==> config.mk <==
export PLATFORM = sky130hd
export DESIGN_NAME = sdcds_column
export DESIGN_NICKNAME = d
export VERILOG_FILES = /design/src/rtl/sdcds_pkg.sv /design/src/rtl/sdcds_ctrl.sv /design/src/rtl/sdcds_integ.sv /design/src/rtl/sdcds_column.sv
export SDC_FILE = /design/constraint.sdc
export NUM_CORES = 1
export LEC_CHECK = 0
export BUFFER_PORTS_ARGS = -buffer_cell sky130_fd_sc_hd__buf_2
export CAP_MARGIN = 5
export CORE_MARGIN = 10
export CORE_UTILIZATION = 54
export DETAILED_ROUTE_END_ITERATION = 16
export PLACE_DENSITY = 0.71
export SLEW_MARGIN = 5
export SYNTH_ARGS = -nofsm -noshare
export SYNTH_HDL_FRONTEND = slang
export SYNTH_SLANG_ARGS = --single-unit
==> constraint.sdc <==
create_clock -name clk -period 2.4 [get_ports clk]
set_clock_uncertainty 0.15 [all_clocks]
set_input_delay 0.48 -clock clk [delete_from_list [all_inputs] [get_ports clk]]
set_output_delay 0.48 -clock clk [all_outputs]
set_load 0.02 [all_outputs]
==> src/rtl/sdcds_pkg.sv <==
package sdcds_pkg;

    typedef enum logic [1:0] {
        ST_IDLE     = 2'd0,
        ST_RST_CONV = 2'd1,
        ST_RST_DONE = 2'd2,
        ST_SIG_CONV = 2'd3
    } conv_state_e;

    // Signed width that holds +/- n(n+1)/2, the largest double-sum count.
    function automatic int acc_width(input int n);
        return $clog2(n * (n + 1) / 2 + 1) + 1;
    endfunction

endpackage

==> src/rtl/sdcds_ctrl.sv <==
module sdcds_ctrl
    import sdcds_pkg::*;
#(
    parameter int N_SAMPLES = 110,
    localparam int CNT_W = $clog2(N_SAMPLES + 1)
) (
    input  logic        clk,
    input  logic        rst_n,
    input  logic        start,
    input  logic        phase_sel,
    output logic        clear,
    output logic        preload,
    output logic        integ_en,
    output logic        last_sig,
    output conv_state_e state
);

    localparam logic [CNT_W-1:0] LAST = CNT_W'(N_SAMPLES - 1);

    conv_state_e      st_nxt;
    logic [CNT_W-1:0] cnt;
    logic             at_last;

    assign at_last = (cnt == LAST);

    // State register
    always_ff @(posedge clk or negedge rst_n) begin
        if (!rst_n) state <= ST_IDLE;
        else        state <= st_nxt;
    end

    // Transitions: start_rst, rst_end, restart, start_sig, sig_end, hold
    always_comb begin
        st_nxt = state;
        unique case (state)
            ST_IDLE:     if (start && !phase_sel) st_nxt = ST_RST_CONV;
            ST_RST_CONV: if (at_last)             st_nxt = ST_RST_DONE;
            ST_RST_DONE: if (start)               st_nxt = phase_sel ? ST_SIG_CONV : ST_RST_CONV;
            ST_SIG_CONV: if (at_last)             st_nxt = ST_IDLE;
            default:                              st_nxt = ST_IDLE;
        endcase
    end

    // Outputs
    always_comb begin
        clear    = 1'b0;
        preload  = 1'b0;
        integ_en = 1'b0;
        last_sig = 1'b0;
        unique case (state)
            ST_IDLE:     clear = start && !phase_sel;
            ST_RST_CONV: integ_en = 1'b1;
            ST_RST_DONE: begin
                clear   = start && !phase_sel;
                preload = start && phase_sel;
            end
            ST_SIG_CONV: begin
                integ_en = 1'b1;
                last_sig = at_last;
            end
            default: ;
        endcase
    end

    // Sample counter within a phase
    always_ff @(posedge clk or negedge rst_n) begin
        if (!rst_n)                cnt <= '0;
        else if (clear || preload) cnt <= '0;
        else if (integ_en)         cnt <= at_last ? '0 : cnt + CNT_W'(1);
    end

    AST_CNT_RANGE: assert property (@(posedge clk) disable iff (!rst_n)
        cnt <= LAST);

    AST_IDLE_SIG_IGNORED: assert property (@(posedge clk) disable iff (!rst_n)
        (state == ST_IDLE && start && phase_sel) |=> state == ST_IDLE);

    AST_BUSY_IGNORES_START: assert property (@(posedge clk) disable iff (!rst_n)
        (integ_en && !at_last) |=> (cnt == $past(cnt) + CNT_W'(1)));

endmodule

==> src/rtl/sdcds_integ.sv <==
module sdcds_integ #(
    parameter int N_SAMPLES = 110,
    parameter bit EXACT_NEG = 1'b1,
    localparam int S1_W  = $clog2(N_SAMPLES + 1),
    localparam int ACC_W = sdcds_pkg::acc_width(N_SAMPLES)
) (
    input  logic                    clk,
    input  logic                    rst_n,
    input  logic                    clear,
    input  logic                    preload,
    input  logic                    en,
    input  logic                    mod_bit,
    output logic [S1_W-1:0]         acc1,
    output logic signed [ACC_W-1:0] acc2,
    output logic signed [ACC_W-1:0] acc2_sum
);

    logic [S1_W-1:0]         s1_sum;
    logic [ACC_W-1:0]        s1_ext;
    logic signed [ACC_W-1:0] neg;

    assign s1_sum   = acc1 + S1_W'(mod_bit);
    assign s1_ext   = ACC_W'(s1_sum);
    assign acc2_sum = acc2 + $signed(s1_ext);

    // Negated reset count used as the signal-phase starting value
    generate
        if (EXACT_NEG) begin : g_exact
            assign neg = ~acc2 + ACC_W'(1);
        end else begin : g_ones
            assign neg = ~acc2;
        end
    endgenerate

    always_ff @(posedge clk or negedge rst_n) begin
        if (!rst_n) begin
            acc1 <= '0;
            acc2 <= '0;
        end else if (clear) begin
            acc1 <= '0;
            acc2 <= '0;
        end else if (preload) begin
            acc1 <= '0;
            acc2 <= neg;
        end else if (en) begin
            acc1 <= s1_sum;
            acc2 <= acc2_sum;
        end
    end

    AST_S1_BOUND: assert property (@(posedge clk) disable iff (!rst_n)
        acc1 <= S1_W'(N_SAMPLES));

    AST_CLEAR_ZERO: assert property (@(posedge clk) disable iff (!rst_n)
        clear |=> (acc1 == '0 && acc2 == '0));

endmodule

==> src/rtl/sdcds_column.sv <==
module sdcds_column
    import sdcds_pkg::*;
#(
    parameter int N_SAMPLES = 110,
    parameter bit EXACT_NEG = 1'b1,
    localparam int RES_W = acc_width(N_SAMPLES),
    localparam int S1_W  = $clog2(N_SAMPLES + 1)
) (
    input  logic                    clk,
    input  logic                    rst_n,
    input  logic                    mod_bit,
    input  logic                    start,
    input  logic                    phase_sel,
    output logic signed [RES_W-1:0] result,
    output logic                    result_valid
);

    conv_state_e             st;
    logic                    clear, preload, integ_en, last_sig;
    logic [S1_W-1:0]         acc1;
    logic signed [RES_W-1:0] acc2, acc2_sum;

    sdcds_ctrl #(.N_SAMPLES(N_SAMPLES)) u_ctrl (
        .clk       (clk),
        .rst_n     (rst_n),
        .start     (start),
        .phase_sel (phase_sel),
        .clear     (clear),
        .preload   (preload),
        .integ_en  (integ_en),
        .last_sig  (last_sig),
        .state     (st)
    );

    sdcds_integ #(.N_SAMPLES(N_SAMPLES), .EXACT_NEG(EXACT_NEG)) u_integ (
        .clk      (clk),
        .rst_n    (rst_n),
        .clear    (clear),
        .preload  (preload),
        .en       (integ_en),
        .mod_bit  (mod_bit),
        .acc1     (acc1),
        .acc2     (acc2),
        .acc2_sum (acc2_sum)
    );

    // Publish the last signal-phase sum on the edge of the final sample
    always_ff @(posedge clk or negedge rst_n) begin
        if (!rst_n) begin
            result       <= '0;
            result_valid <= 1'b0;
        end else begin
            result_valid <= last_sig;
            if (last_sig) result <= acc2_sum;
        end
    end

    AST_VALID_PULSE: assert property (@(posedge clk) disable iff (!rst_n)
        result_valid |=> !result_valid);

    AST_RESULT_HOLD: assert property (@(posedge clk) disable iff (!rst_n)
        !result_valid |-> $stable(result));

    AST_FROZEN: assert property (@(posedge clk) disable iff (!rst_n)
        (st == ST_RST_DONE && !start) |=> $stable(acc2));

    AST_PRELOAD_CLR: assert property (@(posedge clk) disable iff (!rst_n)
        preload |=> (acc1 == '0 && st == ST_SIG_CONV));

endmodule

==> results.toml, run 1 <==
[setup_path]
worstSetupPathType = "reg -> reg"
cp.arrival_ps = 2540
cp-start-kind = "flop"
critPathMaxFanout = 5
endpoint_kind = "flop"
worstPathRequired_ps = 2420

[power]
leakagePower_nw = 1.51
p_per_area_mw_per_mm2 = 1410
total_power_mw = 4.91
peakVddDrop_mv = 0.791

[sta]
report.final.setup_viol = 15
fin_ws_ps = -126
grt_setup_unrepaired = "yes"
finalCriticalPeriod_ps = 2530
hold_viol = 4
fin_crit_sh_pct = 105
relSlewSlack_pct = 63.7
worst_pin_slew_ps = 540
max_freq_ghz = 0.396
slew_violations = 0
hold_slack_ps = -3.96

[synth]
synth_top_family_by_area = "compound AO/OA/AOI/OAI gates"
synthesis.nets = 301
synth.distinct_cells = 56
synthAdderAreaFrac_pct = 7.08
yosysTopAreaCell = "dfrtp_1"
ys_seq_elements = 45
synth_cells = 281
synthMuxAreaShare_pct = 2.81
synthFlopType = "dfrtp_1"
netlist_area_sq_mm = 0.00276
postSynthAreaPerCell_sq_um = 9.81
yosysSeqAreaShare_pct = 40.9
synth_edf_count = 0
synth_top_area_share_pct = 40.9
synthXorXnorAreaFrac_pct = 6.99
synthArstFlopShare_pct = 100
ys_warn_count = 0
synth_compound_area_share_pct = 21.2
yosys-top-cells-area = "dfrtp_1 (41%), ha_1 (6.4%), xor2_1 (4.8%), nand2_1 (4.1%), o21ai_0 (3.6%)"
synthSimpleGateAreaFrac_pct = 16.7

[min_path]
min_path_type = "in -> async"

[global_route]
gr-total-overflow = 0
grt_pass1_wl_um = 11900
grt_pass1_vias = 2367
antenna_found_initial = 0
grt_max_degree = 25
grt_usage_pct = 16.9

[finish]
final_nets = 344
instances_no_fill = 391
multiInputGateArea_sq_mm = 0.00181
n_antenna_cell = 0
design_area_sq_mm = 0.00349
regArea_sq_mm = 0.00113
fillers = 365
syn2layout_area_growth_pct = 26.7
drive_above_1_share_pct = 32.7

[floorplan]
start_util_pct = 56.9
pin_count = 20
die_h_um = 91.4
core_sq_mm = 0.00485
fp.dieArea_sq_mm = 0.00836
die_w_um = 91.4
rows = 25

[placement]
place_hpwl_um = 4800
gp_congestion = 0.898
io_buffer_count = 19
place_area_sq_mm = 0.00310
dp_cells = 378
post-place-ws_ps = -359

[cts]
cts_tree = "built"
root_buffer = "clkbuf_8"
cts_sinks = 45
h-tree-depth = 2
insertion_delay_ps = 300
cts_buffers = 5
cts.clk_slew.worst_paths_ps = 90
clk_path_buf_depth = 2

[status]
violations = "negative hold slack, negative setup slack"
status = "finished with violations"

[drt]
drc_errors = 0
firstDrtPassIters = 4
wl_per_cell_um = 18.3
detail-route-antenna-nets = 0
wl_um = 7160
drt_iter0_drc = 213
num_vias = 2312
via_per_inst = 5.91

[flow_run]
drv_cap = 0
[repair_timing]
item                                    in CTS  in global routing
hold buffers                                 0                  0
resized for setup                           30                 18
buffers inserted                             5                  1
endpoints found under the setup margin      20                 20
pin swaps                                   13                 17
[area by class of cell]
class | instances | area share, %
sequential | 45 | 32.2
multi-input combinational | 214 | 51.7
clock buffer | 7 | 2.47
tap | 67 | 2.40
timing repair buffer | 50 | 10.3
inverter | 8 | 0.860
[worst paths after layout]
check / from / depth (start not counted) / slack, ps / endpoint
min in group clk: result[1] / 2 / 330 / result[1]
setup reg to reg: u_integ.acc1[0] / 10 / -130 / u_integ.acc2[10]
hold reg to reg: result[1] / 2 / 330 / result[1]
hold / removal: rst_n / 1 / -4 / u_integ.acc1[1]
max in group asynchronous: rst_n / 2 / 1590 / result[0]
setup / recovery: u_integ.acc1[0] / 10 / -130 / u_integ.acc2[10]
[logic make-up (layout without fill, tap and decap cells)]
| family | Yosys count | in the layout |
|---|---|---|
| AOI/OAI and AO/OA | 83 | 83 |
| xor gates and xnor gates | 22 | 22 |
| adders and majority gates | 15 | 15 |
| buffers and inverters | 22 | 65 |
| DFF | 45 | 45 |
| muxes | 6 | 6 |
| and+or+nand+nor | 88 | 88 |
[registers in the layout, indices dropped and copies added, names as in the netlist]
name / cells
result: 14
u_integ.acc2: 14
u_ctrl.cnt: 7
u_integ.acc1: 7
u_ctrl.state: 2
result_valid: 1
[Yosys cell counts (4+ instances only)]
cell type / instances
nor2_1: 14
inv_1: 7
a22o_1: 6
o21ai_0: 20
a211oi_1: 4
o211ai_1: 6
a21oi_1: 8
buf_2: 5
a21o_1: 7
o21ai_1: 7
nand2_1: 30
nand2b_1: 4
nor3_1: 6
xnor2_1: 7
dfrtp_1: 45
xor2_1: 15
ha_1: 14
nand3_1: 13
[cell usage in the layout (no fill, tap or decap), types with 3 or more instances in the layout]
master and count:
o21ai_0 13, o211ai_1 6, nor2_1 12, nand2_1 30
dfrtp_1 45, a21oi_1 6, nand3_1 10, ha_1 5
a22o_1 6, nor3_1 6, a21o_1 7, inv_1 5
mux2_4 3, xor2_1 13, buf_4 27, clkbuf_8 6
o21ai_1 13, inv_2 3, nand4b_1 3, nand2b_1 3
ha_4 8, nor2b_1 3, xnor2_2 3, buf_2 19
and2_1 3
[where the power goes]
part           internal, mW  total, mW  switching (mW)  leakage, nW
Combinational          1.63       3.19            1.56        0.959
Clock                 0.229      0.481           0.252       0.0443
Sequential            0.940       1.24           0.297        0.506
Total                  2.80       4.91            2.11         1.51
[worst max-delay path: stages, from the launching register on]
cell and delay [ps]:
dfrtp_1 420, ha_4 160, ha_4 190, nand3_4 120, xnor2_4 220, ha_4 240, a21o_1 220, a21o_1 200
o21ai_2 160, xor2_1 200, o211ai_1 110
[through the flow]
stage | utilization (%) | setup TNS [ps] | hold WS (ps)
final | 72.1 | -1110 | -3.96
after floorplan | - | -80.4 | 34.4
after global placement | 64.0 | -5150 | 307
after detailed placement | 64.0 | -5960 | 315
after global routing | 72.1 | -2990 | 40.4
after CTS | 70.3 | -221 | 10.4
[layer usage]
| metal | vias up | global-route usage, % | part of all wire (%) |
|---|---|---|---|
| met5 | - | 0 | 0 |
| met2 | 71 | 26.5 | 46 |
| met3 | 12 | 3.70 | 4.8 |
| met1 | 1120 | 22.8 | 47 |
| li1 | 1109 | - | - |
| met4 | 0 | 4.31 | 2.2 |
Note: power is estimated with default switching activity, not from simulation.
==> inputs of run 2 (changes only) <==
CORE_UTILIZATION = 55   (was 54)
PLACE_DENSITY = 0.73   (was 0.71)
SYNTH_HIERARCHICAL = 1   (was not set)
==> run 2 against run 1 <==
  * The flow finishes with violations (negative setup slack)
  * Utilization fell by 0.10 points
  * First-iteration DRC count fell by 22%
  * Area after synthesis grew 4.6%
  * Design area increased by 5.2%
  * Non-clock buffer count increased by 11
  * Sequential share of layout area fell by 1.6 points
  * Sequential power down 6%
  * Maximum frequency is 9.8% lower
  * Critical path type unchanged
  * Critical endpoint is now result[9]
==> results.toml, run 2 <==
[synth]
synth.distinct_cells = 56
ys_seq_elements = 45
yosysSeqAreaShare_pct = 39.1
synth_top_area_share_pct = 39.1
ys_warn_count = 6
synth_cells = 294
postSynthAreaPerCell_sq_um = 9.81
synth_edf_count = 0
yosys.cell_count.top_type = "dfrtp_1"
yosys-top-cells-count = "dfrtp_1 (45), nor2_1 (29), nand2_1 (27)"
synthArstFlopShare_pct = 100
synthFlopType = "dfrtp_1"
yosys-top-cells-area = "dfrtp_1 (39%), ha_1 (6.5%), mux2_2 (5.9%), xor2_1 (5.5%), nor2_1 (3.8%)"
synthesis.nets = 315
netlist_area_sq_mm = 0.00288
yosysTopAreaCell = "dfrtp_1"

[setup_path]
endpoint_kind = "flop"
cp-start-kind = "flop"
path_common_cell = "ha_4"
critPathMaxFanout = 7
worstSetupPathType = "reg -> reg"
cp.arrival_ps = 2840
path_cells = "ha_4 -> ha_4 -> and3_4 -> xor2_2 -> ha_1 -> a21o_1 -> a31o_1 -> nor2_4 -> nor2_2 -> xor2_1 -> mux2_4"
cpPeakStageDelay_ps = 420
worstPathRequired_ps = 2440
cp_slowest_cell = "dfrtp_1"

[finish]
regArea_sq_mm = 0.00113
multiInputGateArea_sq_mm = 0.00193
instances_no_fill = 417
n_antenna_cell = 0
final_nets = 367
layout_common_cells = "dfrtp_1 (45), buf_4 (39), nor2_1 (27)"
design_area_sq_mm = 0.00367
reg_top3 = "result: 14 flops, u_integ/acc2: 14 flops"
utilization_pct = 72.0
fillers = 384
drive_above_1_share_pct = 38.0
syn2layout_area_growth_pct = 27.5
final_common_cell = "dfrtp_1"

[global_route]
grt_pass1_wl_um = 11200
gr-total-overflow = 0
grt_usage_pct = 16.0
antenna_found_initial = 0
grt_max_degree = 28
grt_pass1_vias = 2418

[cts]
h-tree-depth = 2
cts_buffers = 5
cts.clk_slew.worst_paths_ps = 90
cts_tree = "built"
cts_hold_buffers = 0
insertion_delay_ps = 310
cts_sinks = 45
root_buffer = "clkbuf_8"
clk_path_buf_depth = 2

[flow_run]
drv_cap = 0

[placement]
place_area_sq_mm = 0.00332
post-place-ws_ps = -639
io_buffer_count = 19
dp_cells = 402
gp_congestion = 0.863
place_hpwl_um = 4530

[status]
violations = "negative setup slack"
status = "finished with violations"

[drt]
wl_um = 6630
detail-route-antenna-nets = 0
via_per_inst = 5.62
firstDrtPassIters = 5
drt_iter0_drc = 167
num_vias = 2344
drc_errors = 0
wl_per_cell_um = 15.9

[sta]
fin_ws_ps = -401
fin_tns_setup_ps = -5410
hold_slack_ps = 40.8
finalCriticalPeriod_ps = 2800
hold_viol = 0
max_freq_ghz = 0.357
fin_crit_sh_pct = 117
grt_setup_unrepaired = "yes"
worst_pin_slew_ps = 664
report.final.setup_viol = 20
slew_violations = 0
relSlewSlack_pct = 55.8

[floorplan]
pin_count = 20
die_h_um = 92.4
die_w_um = 92.4
fp.dieArea_sq_mm = 0.00854
rows = 26
start_util_pct = 56.4
core_sq_mm = 0.00511

[min_path]
min_path_type = "in -> async"

[power]
leakagePower_nw = 1.77
peakVddDrop_mv = 0.856
p_per_area_mw_per_mm2 = 1230
total_power_mw = 4.52
[run 2: cell types whose count changed after synthesis, sizes merged, moves of 4 or more]
| cell | delta |
|---|---|
| o21ai | -16 |
| a21o | -4 |
| a22o | -6 |
| nand3 | -4 |
| mux2i | +6 |
| o211ai | -7 |
| mux2 | +14 |
| nor2 | +17 |
[run 2: cells by family after synthesis]
group	share of synthesized area (%)
and+or+nand+nor	19.4
muxes	9.98
adders and majority gates	7.20
xor gates and xnor gates	8.51
AOI/OAI and AO/OA	12.3
DFF	39.1
buffers and inverters	3.60
[run 2: area by class of cell]
class                           instances  area share, %
Sequential cell                        45           30.6
Clock inverter                          3          0.477
Tap cell                               70           2.38
Timing Repair Buffer                   61           11.5
Inverter                                6          0.613
Clock buffer                            5           1.87
Multi-Input combinational cell        227           52.5
[run 2: final timing paths]
kind                                 startpoint         endpoint  slack [ps]  cells after the start
worst max-delay path            u_integ/acc1[0]        result[9]        -400                     11
worst min-delay path                      rst_n        result[7]          40                      1
worst max register to register  u_integ/acc1[0]        result[9]        -400                     11
worst min register to register  u_ctrl/state[1]  u_ctrl/state[1]         350                      1
max in group asynchronous                 rst_n        result[5]        1430                      2
min in group clk                u_ctrl/state[1]  u_ctrl/state[1]         350                      1
[run 2: report_power, final]
part	switching, mW	internal (mW)	total [mW]
Clock	0.275	0.201	0.476
Sequential	0.240	0.925	1.16
Combinational	1.36	1.52	2.88
[run 2: layer usage]
| layer | part of all wire (%) | up-vias | track usage [%] |
|---|---|---|---|
| met5 | 0 | - | 0 |
| met4 | 1.5 | 0 | 5.14 |
| met3 | 3.5 | 8 | 3.71 |
| met2 | 49 | 43 | 27.5 |
| met1 | 46 | 1152 | 19.2 |
| li1 | - | 1141 | - |
[run 2: timing repair]
item	in CTS	in global routing
pin swaps	12	10
buffers inserted	3	4
setup endpoints to repair	21	23
cloned	0	0
resized for setup	19	17
endpoints found under the hold margin	0	0
[run 2: worst max-delay path: cells and delay by family (launching register included)]
family | cells | cell delay (ps)
xor gates and xnor gates | 2 | 290
AOI/OAI and AO/OA | 2 | 440
and+or+nand+nor | 3 | 490
adders and majority gates | 3 | 640
muxes | 1 | 260
DFF | 1 | 420
